[config.mk]
export PLATFORM = sky130hd
export DESIGN_NAME = bt656_timing_decoder
export DESIGN_NICKNAME = d
export VERILOG_FILES = /design/src/rtl/bt656_pkg.sv /design/src/rtl/bt656_trs_detect.sv /design/src/rtl/bt656_line_meter.sv /design/src/rtl/bt656_active_track.sv /design/src/rtl/bt656_timing_decoder.sv
export SDC_FILE = /design/constraint.sdc
export NUM_CORES = 1
export LEC_CHECK = 0
export BUFFER_PORTS_ARGS = -buffer_cell sky130_fd_sc_hd__buf_2
export CAP_MARGIN = 10
export CORE_UTILIZATION = 60
export DETAILED_ROUTE_END_ITERATION = 10
export HOLD_SLACK_MARGIN = 0.05
export MAX_ROUTING_LAYER = met4
export PLACE_DENSITY = 0.87
export SYNTH_ARGS = -nofsm -noshare
export SYNTH_HDL_FRONTEND = slang
export SYNTH_SLANG_ARGS = --single-unit
export TNS_END_PERCENT = 20
[constraint.sdc]
create_clock -name clk -period 2.6 [get_ports clk]
set_input_delay 0.26 -clock clk [delete_from_list [all_inputs] [get_ports clk]]
set_output_delay 0.26 -clock clk [all_outputs]
set_load 0.005 [all_outputs]
[src/rtl/bt656_pkg.sv]
package bt656_pkg;

    localparam int BYTE_W = 8;
    localparam logic [BYTE_W-1:0] PRE_HI = 8'hFF;
    localparam logic [BYTE_W-1:0] PRE_LO = 8'h00;

    typedef struct packed {
        logic f;
        logic v;
        logic h;
    } trs_flags_t;

    // Expected protection nibble for a given F/V/H triple
    function automatic logic [3:0] trs_guard(input trs_flags_t fl);
        return {fl.v ^ fl.h, fl.f ^ fl.h, fl.f ^ fl.v, fl.f ^ fl.v ^ fl.h};
    endfunction

endpackage

[src/rtl/bt656_trs_detect.sv]
module bt656_trs_detect
    import bt656_pkg::*;
(
    input  logic              clk,
    input  logic              rst_n,
    input  logic [BYTE_W-1:0] pix_in,
    output logic              code_ok,
    output logic              code_bad,
    output trs_flags_t        code_flags
);

    localparam int HIST = 3;

    typedef struct packed {
        logic [HIST-1:0][BYTE_W-1:0] hist;   // [0] newest
    } det_state_t;

    det_state_t st_d, st_q;
    logic       preamble;
    logic       guard_ok;

    always_comb begin
        st_d = st_q;
        for (int i = HIST - 1; i > 0; i--) begin
            st_d.hist[i] = st_q.hist[i-1];
        end
        st_d.hist[0] = pix_in;

        preamble   = (st_q.hist[2] == PRE_HI) &&
                     (st_q.hist[1] == PRE_LO) &&
                     (st_q.hist[0] == PRE_LO);
        code_flags = trs_flags_t'(pix_in[6:4]);
        guard_ok   = pix_in[7] && (pix_in[3:0] == trs_guard(code_flags));
        code_ok    = preamble && guard_ok;
        code_bad   = preamble && !guard_ok;
    end

    always_ff @(posedge clk) begin
        if (!rst_n) begin
            st_q <= '0;
        end else begin
            st_q <= st_d;
        end
    end

endmodule

[src/rtl/bt656_line_meter.sv]
module bt656_line_meter #(
    parameter int LEN_525 = 1716,
    parameter int LEN_625 = 1728
) (
    input  logic clk,
    input  logic rst_n,
    input  logic std_625,
    input  logic sav_ok,
    output logic line_start,
    output logic len_err
);

    localparam int LEN_MAX = (LEN_525 > LEN_625) ? LEN_525 : LEN_625;
    localparam int CNT_W   = $clog2(2 * LEN_MAX + 1);
    localparam logic [CNT_W-1:0] TGT_A = CNT_W'(LEN_525);
    localparam logic [CNT_W-1:0] TGT_B = CNT_W'(LEN_625);

    typedef struct packed {
        logic [CNT_W-1:0] cnt;
        logic             seen;
        logic             start;
        logic             err;
    } meter_state_t;

    meter_state_t st_d, st_q;
    logic [CNT_W-1:0] target;

    always_comb begin
        st_d       = st_q;
        st_d.start = 1'b0;
        st_d.err   = 1'b0;
        target     = std_625 ? TGT_B : TGT_A;

        if (st_q.cnt != {CNT_W{1'b1}}) begin
            st_d.cnt = st_q.cnt + CNT_W'(1);
        end

        if (sav_ok) begin
            st_d.start = 1'b1;
            st_d.err   = st_q.seen && (st_q.cnt != target);
            st_d.seen  = 1'b1;
            st_d.cnt   = CNT_W'(1);
        end
    end

    always_ff @(posedge clk) begin
        if (!rst_n) begin
            st_q <= '0;
        end else begin
            st_q <= st_d;
        end
    end

    assign line_start = st_q.start;
    assign len_err    = st_q.err;

endmodule

[src/rtl/bt656_active_track.sv]
module bt656_active_track #(
    parameter int SAMPLES = 1440,
    parameter int LANES   = 4
) (
    input  logic                       clk,
    input  logic                       rst_n,
    input  logic                       sav_ok,
    input  logic                       sav_blank,
    input  logic                       eav_ok,
    output logic                       active,
    output logic [$clog2(SAMPLES)-1:0] idx,
    output logic [$clog2(LANES)-1:0]   phase
);

    localparam int IDX_W = $clog2(SAMPLES);
    localparam int PH_W  = $clog2(LANES);
    localparam logic [IDX_W-1:0] LAST = IDX_W'(SAMPLES - 1);

    typedef struct packed {
        logic             active;
        logic [IDX_W-1:0] idx;
    } act_state_t;

    act_state_t st_d, st_q;

    always_comb begin
        st_d = st_q;
        if (sav_ok) begin
            st_d.active = !sav_blank;
            st_d.idx    = '0;
        end else if (eav_ok) begin
            st_d.active = 1'b0;
            st_d.idx    = '0;
        end else if (st_q.active) begin
            if (st_q.idx == LAST) begin
                st_d.active = 1'b0;
                st_d.idx    = '0;
            end else begin
                st_d.idx = st_q.idx + IDX_W'(1);
            end
        end
    end

    always_ff @(posedge clk) begin
        if (!rst_n) begin
            st_q <= '0;
        end else begin
            st_q <= st_d;
        end
    end

    assign active = st_q.active;
    assign idx    = st_q.idx;
    assign phase  = st_q.idx[PH_W-1:0];

endmodule

[src/rtl/bt656_timing_decoder.sv]
module bt656_timing_decoder
    import bt656_pkg::*;
#(
    parameter int SAMPLES = 1440,
    parameter int LEN_525 = 1716,
    parameter int LEN_625 = 1728,
    parameter int LANES   = 4
) (
    input  logic                       clk,
    input  logic                       rst_n,
    input  logic                       std_625,
    input  logic [7:0]                 pix_in,
    output logic                       vid_active,
    output logic                       h_flag,
    output logic                       v_flag,
    output logic                       f_flag,
    output logic                       line_start,
    output logic                       field_start,
    output logic [$clog2(SAMPLES)-1:0] sample_idx,
    output logic [$clog2(LANES)-1:0]   sample_phase,
    output logic                       code_err,
    output logic                       len_err
);

    typedef struct packed {
        trs_flags_t flags;
        logic       seen;
        logic       cerr;
        logic       fstart;
    } stat_state_t;

    stat_state_t st_d, st_q;
    logic        code_ok;
    logic        code_bad;
    trs_flags_t  code_flags;
    logic        sav_ok;
    logic        eav_ok;

    bt656_trs_detect u_detect (
        .clk        (clk),
        .rst_n      (rst_n),
        .pix_in     (pix_in),
        .code_ok    (code_ok),
        .code_bad   (code_bad),
        .code_flags (code_flags)
    );

    assign sav_ok = code_ok && !code_flags.h;
    assign eav_ok = code_ok &&  code_flags.h;

    bt656_line_meter #(
        .LEN_525 (LEN_525),
        .LEN_625 (LEN_625)
    ) u_meter (
        .clk        (clk),
        .rst_n      (rst_n),
        .std_625    (std_625),
        .sav_ok     (sav_ok),
        .line_start (line_start),
        .len_err    (len_err)
    );

    bt656_active_track #(
        .SAMPLES (SAMPLES),
        .LANES   (LANES)
    ) u_track (
        .clk       (clk),
        .rst_n     (rst_n),
        .sav_ok    (sav_ok),
        .sav_blank (code_flags.v),
        .eav_ok    (eav_ok),
        .active    (vid_active),
        .idx       (sample_idx),
        .phase     (sample_phase)
    );

    always_comb begin
        st_d        = st_q;
        st_d.cerr   = code_bad;
        st_d.fstart = 1'b0;
        if (code_ok) begin
            st_d.fstart = st_q.seen && (code_flags.f != st_q.flags.f);
            st_d.flags  = code_flags;
            st_d.seen   = 1'b1;
        end
    end

    always_ff @(posedge clk) begin
        if (!rst_n) begin
            st_q <= '0;
        end else begin
            st_q <= st_d;
        end
    end

    assign h_flag      = st_q.flags.h;
    assign v_flag      = st_q.flags.v;
    assign f_flag      = st_q.flags.f;
    assign code_err    = st_q.cerr;
    assign field_start = st_q.fstart;

endmodule

==> metrics.yaml, run 1 <==
setup_path:
  crit_start: "u_detect.st_d[17]"
  worstSetupStartpointType: "register"
  crit_type: "reg -> reg"
  arrival_ns: 2.22
  required_ns: 2.81
  end_kind: "register"
  cp_max_fo: 11
  r2r_cells: 6
  rr_endpoint: "u_meter.st_q[13]"
  crit_end: "u_meter.st_q[13]"
  reg2reg_slack_ns: 0.59
  rr_startpoint: "u_detect.st_d[17]"
routing:
  viasPerCell: 5.68
  drtIter0Drc: 221
  wl_per_cell_um: 13.5
  finalWirelength_mm: 4.69
  first_pass_iters: 4
  num_vias: 1975
  drc: 0
  drtAntennaViolNets: 0
placed_design:
  placed_cells: 333
  place_congestion: 0.861
  hpwl_mm: 3.14
  io_buffer_count: 31
power:
  worst_ir_drop_vdd_uv: 401
  p_per_area_nw_per_um2: 677
  p_leak_nw: 1.13
cells_and_area:
  drive_above_1_share_pct: 18.3
  n_antenna_cell: 0
  multi_input_area_um2: 1160
  final_cells: 348
  seq_area_um2: 1140
  n_fill_cell: 287
  area_growth_pct: 16.6
  fin_nets: 310
cts:
  cts_hold_buffers: 0
  cts_root_buffer: "clkbuf_8"
  cts.sinks: 57
  clk_pin_slew_ns: 0.06
  h-tree-depth: 3
  cts_max_path_buffers: 2
  cts_buffers: 9
  cts_tree: "yes"
  cts_setup_buffers: 0
  post_cts_resize_count: 0
  worstSkewPairLatency_ns: 0.33
yosys:
  synthCells: 263
  synth_top_cell_area_share_pct: 47.8
  yosys.area.top_type: "dfxtp_1"
  ys_ff_latch: 57
  syn_avg_cell_area_um2: 9.08
  synth_cell_types: 43
  ys.flop_type: "dfxtp_1"
  yosysSeqAreaShare_pct: 47.8
  ys_top_cells_by_count: "dfxtp_1, nand2_1, nor2_1"
  syn_nets: 277
  synth.cell_area_um2: 2390
  synth.area.top_cells: "dfxtp_1, and2_1, nand2_1, nor2_1, xor2_1"
  synth_edf_count: 0
  synthArstFlopShare_pct: 0
  yosysMostFrequentCell: "dfxtp_1"
  yosys_warnings: 0
timing:
  slew-limit-headroom_pct: 60.8
  hold_viol: 0
  fin_crit_ns: 2.01
  finalClockSkew_ns: 0.00548
  setup_violations: 0
  rsz0062_at_grt: "no"
  finalMaxSlewViolations: 0
  setup-tns-final_ns: 0
  max_freq_ghz: 0.498
  tightestPinTransition_ns: 0.584
  finalCritPeriodShare_pct: 77.2
floorplan:
  rows: 22
  die_h_um: 65.1
  initial_core_util_pct: 63.8
  coreArea_um2: 3740
  io_pins: 32
  dieWidth_um: 65.1
  die-area_um2: 4230
global_routing:
  grt_max_degree: 34
  grt_pass1_vias: 1807
  grt_pass1_wl_mm: 8.01
  antenna_found_initial: 0
  track_usage_pct: 25.9
  grt_overflow_total: 0
job:
  maxCapViolations: 0
worst_hold_path:
  hold_path_class: "in -> reg"
run_status:
  status: "completed"
[power breakdown]
part | internal [mW] | total (mW) | switching, mW | leakage (nW)
registers | 0.892 | 0.903 | 0.0101 | 0.464
clock network | 0.558 | 0.901 | 0.343 | 0.104
logic | 0.0348 | 0.0824 | 0.0476 | 0.565
total | 1.48 | 1.89 | 0.401 | 1.13
[per-layer routing]
layer | track usage, % | wire, um | vias up | share of wire [%]
li1 | - | - | 977 | -
met1 | 30.6 | 2150 | 936 | 46
met2 | 42.1 | 2240 | 51 | 48
met3 | 6.69 | 208 | 11 | 4.4
met4 | 10.6 | 97 | 0 | 2.1
met5 | - | 0 | - | 0
[layout by cell type, fill, tap and decap left out, types with 9 or more instances in the layout]
cell,n
a21oi_1,9
and2_1,22
buf_2,31
clkbuf_8,10
dfxtp_1,57
nand2_1,26
nand3_1,11
nor2_1,24
nor3_1,9
xor2_1,10
[cell type report]
class | instances | share of cell area [%]
sequential | 57 | 41.0
multi-input combinational | 188 | 41.8
clock inverter | 5 | 2.88
inverter | 6 | 0.809
tap | 48 | 2.16
clock buffer | 10 | 4.94
timing repair buffer | 34 | 6.38
[registers in the layout (all words and copies together) (netlist names)]
| signal | cells |
|---|---|
| code_err | 1 |
| f_flag | 1 |
| field_start | 1 |
| h_flag | 1 |
| st_q | 1 |
| u_detect.st_d | 16 |
| u_detect.st_q | 8 |
| u_meter.len_err | 1 |
| u_meter.line_start | 1 |
| u_meter.st_q | 13 |
| u_track.active | 1 |
| u_track.idx | 11 |
| v_flag | 1 |
[cell families after synthesis]
| logic type | after synthesis | share of synthesized area, % |
|---|---|---|
| AO/OA/AOI/OAI | 30 | 8.23 |
| adder cells (fa/ha/maj) | 3 | 1.57 |
| AND/OR/NAND/NOR | 133 | 29.9 |
| XOR/XNOR | 13 | 4.77 |
| multiplexers | 9 | 4.30 |
| flip-flops | 57 | 47.8 |
| buffers and inverters | 18 | 3.41 |
[stage by stage]
step | hold slack, ns | power, mW | area [um^2] | utilization [%] | setup slack [ns]
after floorplan | 0.371 | 0.973 | 2390 | - | 0.728
after global placement | 0.437 | 0.997 | 2570 | 68.5 | 0.560
after detailed placement | 0.435 | 1.00 | 2570 | 68.5 | 0.488
after CTS | 0.141 | 1.90 | 2780 | 74.4 | 0.569
after global routing | 0.143 | 1.96 | 2780 | 74.4 | 0.442
final | 0.149 | 1.89 | 2780 | 74.4 | 0.592
[worst min path at each step]
stage,cells past startpoint,slack (ns),end,start
floorplan,2,0.37,u_detect.st_d[13],pix_in[5]
global placement,1,0.44,u_detect.st_d[22],u_detect.st_d[14]
detailed placement,2,0.43,field_start,st_q[2]
CTS,2,0.14,u_detect.st_d[15],pix_in[7]
global route,2,0.14,u_detect.st_d[15],pix_in[7]
finish,2,0.15,u_detect.st_d[15],pix_in[7]
[worst max-delay path, stage by stage (launching register included)]
cell	delay, ns
dfxtp_1	0.31
nor4b_1	0.37
nand4_1	0.20
or2_2	0.36
o41ai_2	0.32
buf_4	0.25
nor3_1	0.08
No activity file was read; power rests on OpenSTA's default activity.
==> run 2, diff against run 1 <==
--- a/config.mk
+++ b/config.mk
@@ -7,11 +7,11 @@
 export LEC_CHECK = 0
 export BUFFER_PORTS_ARGS = -buffer_cell sky130_fd_sc_hd__buf_2
 export CAP_MARGIN = 10
-export CORE_UTILIZATION = 60
+export CORE_UTILIZATION = 51
 export DETAILED_ROUTE_END_ITERATION = 10
 export HOLD_SLACK_MARGIN = 0.05
 export MAX_ROUTING_LAYER = met4
-export PLACE_DENSITY = 0.87
+export PLACE_DENSITY = 0.79
 export SYNTH_ARGS = -nofsm -noshare
 export SYNTH_HDL_FRONTEND = slang
 export SYNTH_SLANG_ARGS = --single-unit
==> constraint.sdc (replaced) <==
create_clock -name clk -period 1.7 [get_ports clk]
set_input_delay 0.17 -clock clk [delete_from_list [all_inputs] [get_ports clk]]
set_output_delay 0.17 -clock clk [all_outputs]
set_load 0.005 [all_outputs]
==> metrics.yaml, run 2 (synthesized netlist as in run 1, its figures left out) <==
run_status:
  status: "finished, violations left"  # was completed
  violations: "setup timing"
routing:
  drtAntennaViolNets: 0  # unchanged
  first_pass_iters: 4  # unchanged
  num_vias: 2028  # was 1,975
  drc: 0  # unchanged
  drtIter0Drc: 134  # was 221
  met3WireLength_um: 233  # was 208 um
  met1_length_mm: 2.30  # was 2.15 mm
  met2_length_mm: 2.64  # was 2.24 mm
  wl_per_cell_um: 14.3  # was 13.5 um
  topRoutingLayerUsed: "met4"  # unchanged
  viasPerCell: 5.50  # was 5.68
  finalWirelength_mm: 5.27  # was 4.69 mm
global_routing:
  track_usage_pct: 23.9  # was 25.9%
  antenna_found_initial: 0  # unchanged
  grt_pass1_wl_mm: 8.79  # was 8.01 mm
  grt_overflow_total: 0  # unchanged
  grt_max_degree: 34  # unchanged
  grt_pass1_vias: 1972  # was 1,807
cells_and_area:
  fin_nets: 327  # was 310
  layout_common_cells: "dfxtp_1, buf_2, nand2_1"  # unchanged
  n_fill_cell: 343  # was 287
  largest_reg_flops: 16  # unchanged
  drive_above_1_share_pct: 26.5  # was 18.3%
  utilization_pct: 69.1  # was 74.4%
  layout_commonest_cell: "dfxtp_1"  # unchanged
  final_cell_area_um2: 3050  # was 2780 um^2
  area_growth_pct: 27.7  # was 16.6%
  n_antenna_cell: 0  # unchanged
setup_path:
  arrival_ns: 2.14  # was 2.22 ns
  path_delay_family: "simple AND/OR/NAND/NOR gates"  # unchanged
  required_ns: 1.93  # was 2.81 ns
  cpMaxStageDelayCell: "o41ai_4"  # was nor4b_1
  reg2reg_slack_ns: -0.21  # was 0.59 ns
  crit_type: "reg -> reg"  # unchanged
  cpPeakStageDelay_ns: 0.43  # was 0.37 ns
  worst-path-buf-inv: 1  # unchanged
  r2r_cells: 6  # unchanged
  rr_endpoint: "u_meter.st_q[6]"  # was u_meter.st_q[13]
  worstSetupStartpointType: "register"  # unchanged
  crit_chain: "nor4_4 -> nand4_1 -> or2_4 -> o41ai_4 -> buf_4 -> nor2_1"  # was nor4b_1 -> nand4_1 -> or2_2 -> o41ai_2 -> buf_4 -> nor3_1
  rr_startpoint: "u_detect.st_d[20]"  # was u_detect.st_d[17]
  cp_max_fo: 5  # was 11
  end_kind: "register"  # unchanged
timing:
  finalCritPeriodShare_pct: 112  # was 77.2%
  setup-tns-final_ns: -2.81  # was 0 ns
  worst_slack_ns: -0.210  # was 0.592 ns
  hold_viol: 0  # unchanged
  max_freq_ghz: 0.524  # was 0.498 GHz
  fin_crit_ns: 1.91  # was 2.01 ns
  slew-limit-headroom_pct: 57.4  # was 60.8%
  rsz0062_at_grt: "yes"  # was no
  setup_violations: 27  # was 0
  tightestPinTransition_ns: 0.634  # was 0.584 ns
  finalClockSkew_ns: 0.00681  # was 0.00548 ns
  finalMaxSlewViolations: 0  # unchanged
power:
  power_mw: 3.23  # was 1.89 mW
  p_per_area_nw_per_um2: 1060  # was 677 nW/um^2
  worst_ir_drop_vdd_uv: 777  # was 401 uV
  p_leak_nw: 1.27  # was 1.13 nW
worst_hold_path:
  holdPathStages: 2  # unchanged
  hold_path_class: "in -> reg"  # unchanged
  min_from: "pix_in[3]"  # was pix_in[7]
  min_to: "u_detect.st_d[11]"  # was u_detect.st_d[15]
floorplan:
  io_pins: 32  # unchanged
  die-area_um2: 4960  # was 4230 um^2
  die_h_um: 70.4  # was 65.1 um
  coreArea_um2: 4410  # was 3740 um^2
  rows: 24  # was 22
  dieWidth_um: 70.4  # was 65.1 um
  initial_core_util_pct: 54.1  # was 63.8%
cts:
  worstSkewPairLatency_ns: 0.34  # was 0.33 ns
  cts_root_buffer: "clkbuf_8"  # unchanged
  cts_hold_buffers: 0  # unchanged
  clk_pin_slew_ns: 0.07  # was 0.06 ns
  cts_setup_buffers: 0  # unchanged
  cts_buffers: 9  # unchanged
  cts.sinks: 57  # unchanged
  cts_tree: "yes"  # unchanged
  cts_max_path_buffers: 2  # unchanged
  h-tree-depth: 3  # unchanged
placed_design:
  hpwl_mm: 3.37  # was 3.14 mm
  place_area_um2: 2690  # was 2570 um^2
  io_buffer_count: 31  # unchanged
  place_congestion: 0.783  # was 0.861
job:
  maxCapViolations: 0  # unchanged
[run 2: worst max-delay path by stage]
stage	from	end	slack [ns]	depth (start not counted)
floorplan	pix_in[0]	u_meter.st_q[13]	-0.04	6
global placement	pix_in[0]	u_track.idx[10]	-0.19	7
detailed placement	pix_in[0]	u_meter.st_q[9]	-0.27	7
CTS	u_detect.st_d[13]	u_meter.st_q[5]	-0.15	6
global route	u_detect.st_d[20]	u_meter.st_q[8]	-0.32	6
finish	u_detect.st_d[20]	u_meter.st_q[6]	-0.21	6
[run 2: timing repair]
item,CTS,global route
gates cloned,1,0
pin swaps,13,4
setup endpoints to repair,30,30
resized for setup,15,4
[run 2: report_power, final]
group | switching, mW | internal (mW)
logic | 0.0812 | 0.0732
clock network | 0.538 | 1.15
registers | 0.0205 | 1.37
total | 0.640 | 2.59
[run 2: stage by stage]
step	instances	hold WS, ns	worst slack (ns)
4_1_cts	369	0.0513	-0.149
3_3_place_gp	353	0.402	-0.186
6_report	369	0.0673	-0.210
2_1_floorplan	263	0.281	-0.0381
3_5_place_dp	353	0.411	-0.270
5_1_grt	369	0.0591	-0.315
[run 2: layer usage]
layer  GRT usage (%)  vias up
li1                -     1007
met1            25.9      954
met3            7.79       11
met2            39.2       56
met5               -        -
met4            12.2        0
[run 2: worst register-to-register path, delay by kind of cell, from the launching register on]
kind | cells | cell delay [ns]
flip-flops | 1 | 0.34
AND/OR/NAND/NOR | 4 | 0.81
AO/OA/AOI/OAI | 1 | 0.43
buffers and inverters | 1 | 0.22
[run 2: cell type report]
class | instances | area, um^2 | area share [%]
timing repair buffer | 51 | 309 | 10.1
clock inverter | 5 | 128 | 4.19
multi-input combinational | 188 | 1240 | 40.8
clock buffer | 10 | 138 | 4.51
tap | 52 | 65.1 | 2.13
sequential | 57 | 1140 | 37.5
inverter | 6 | 22.5 | 0.739
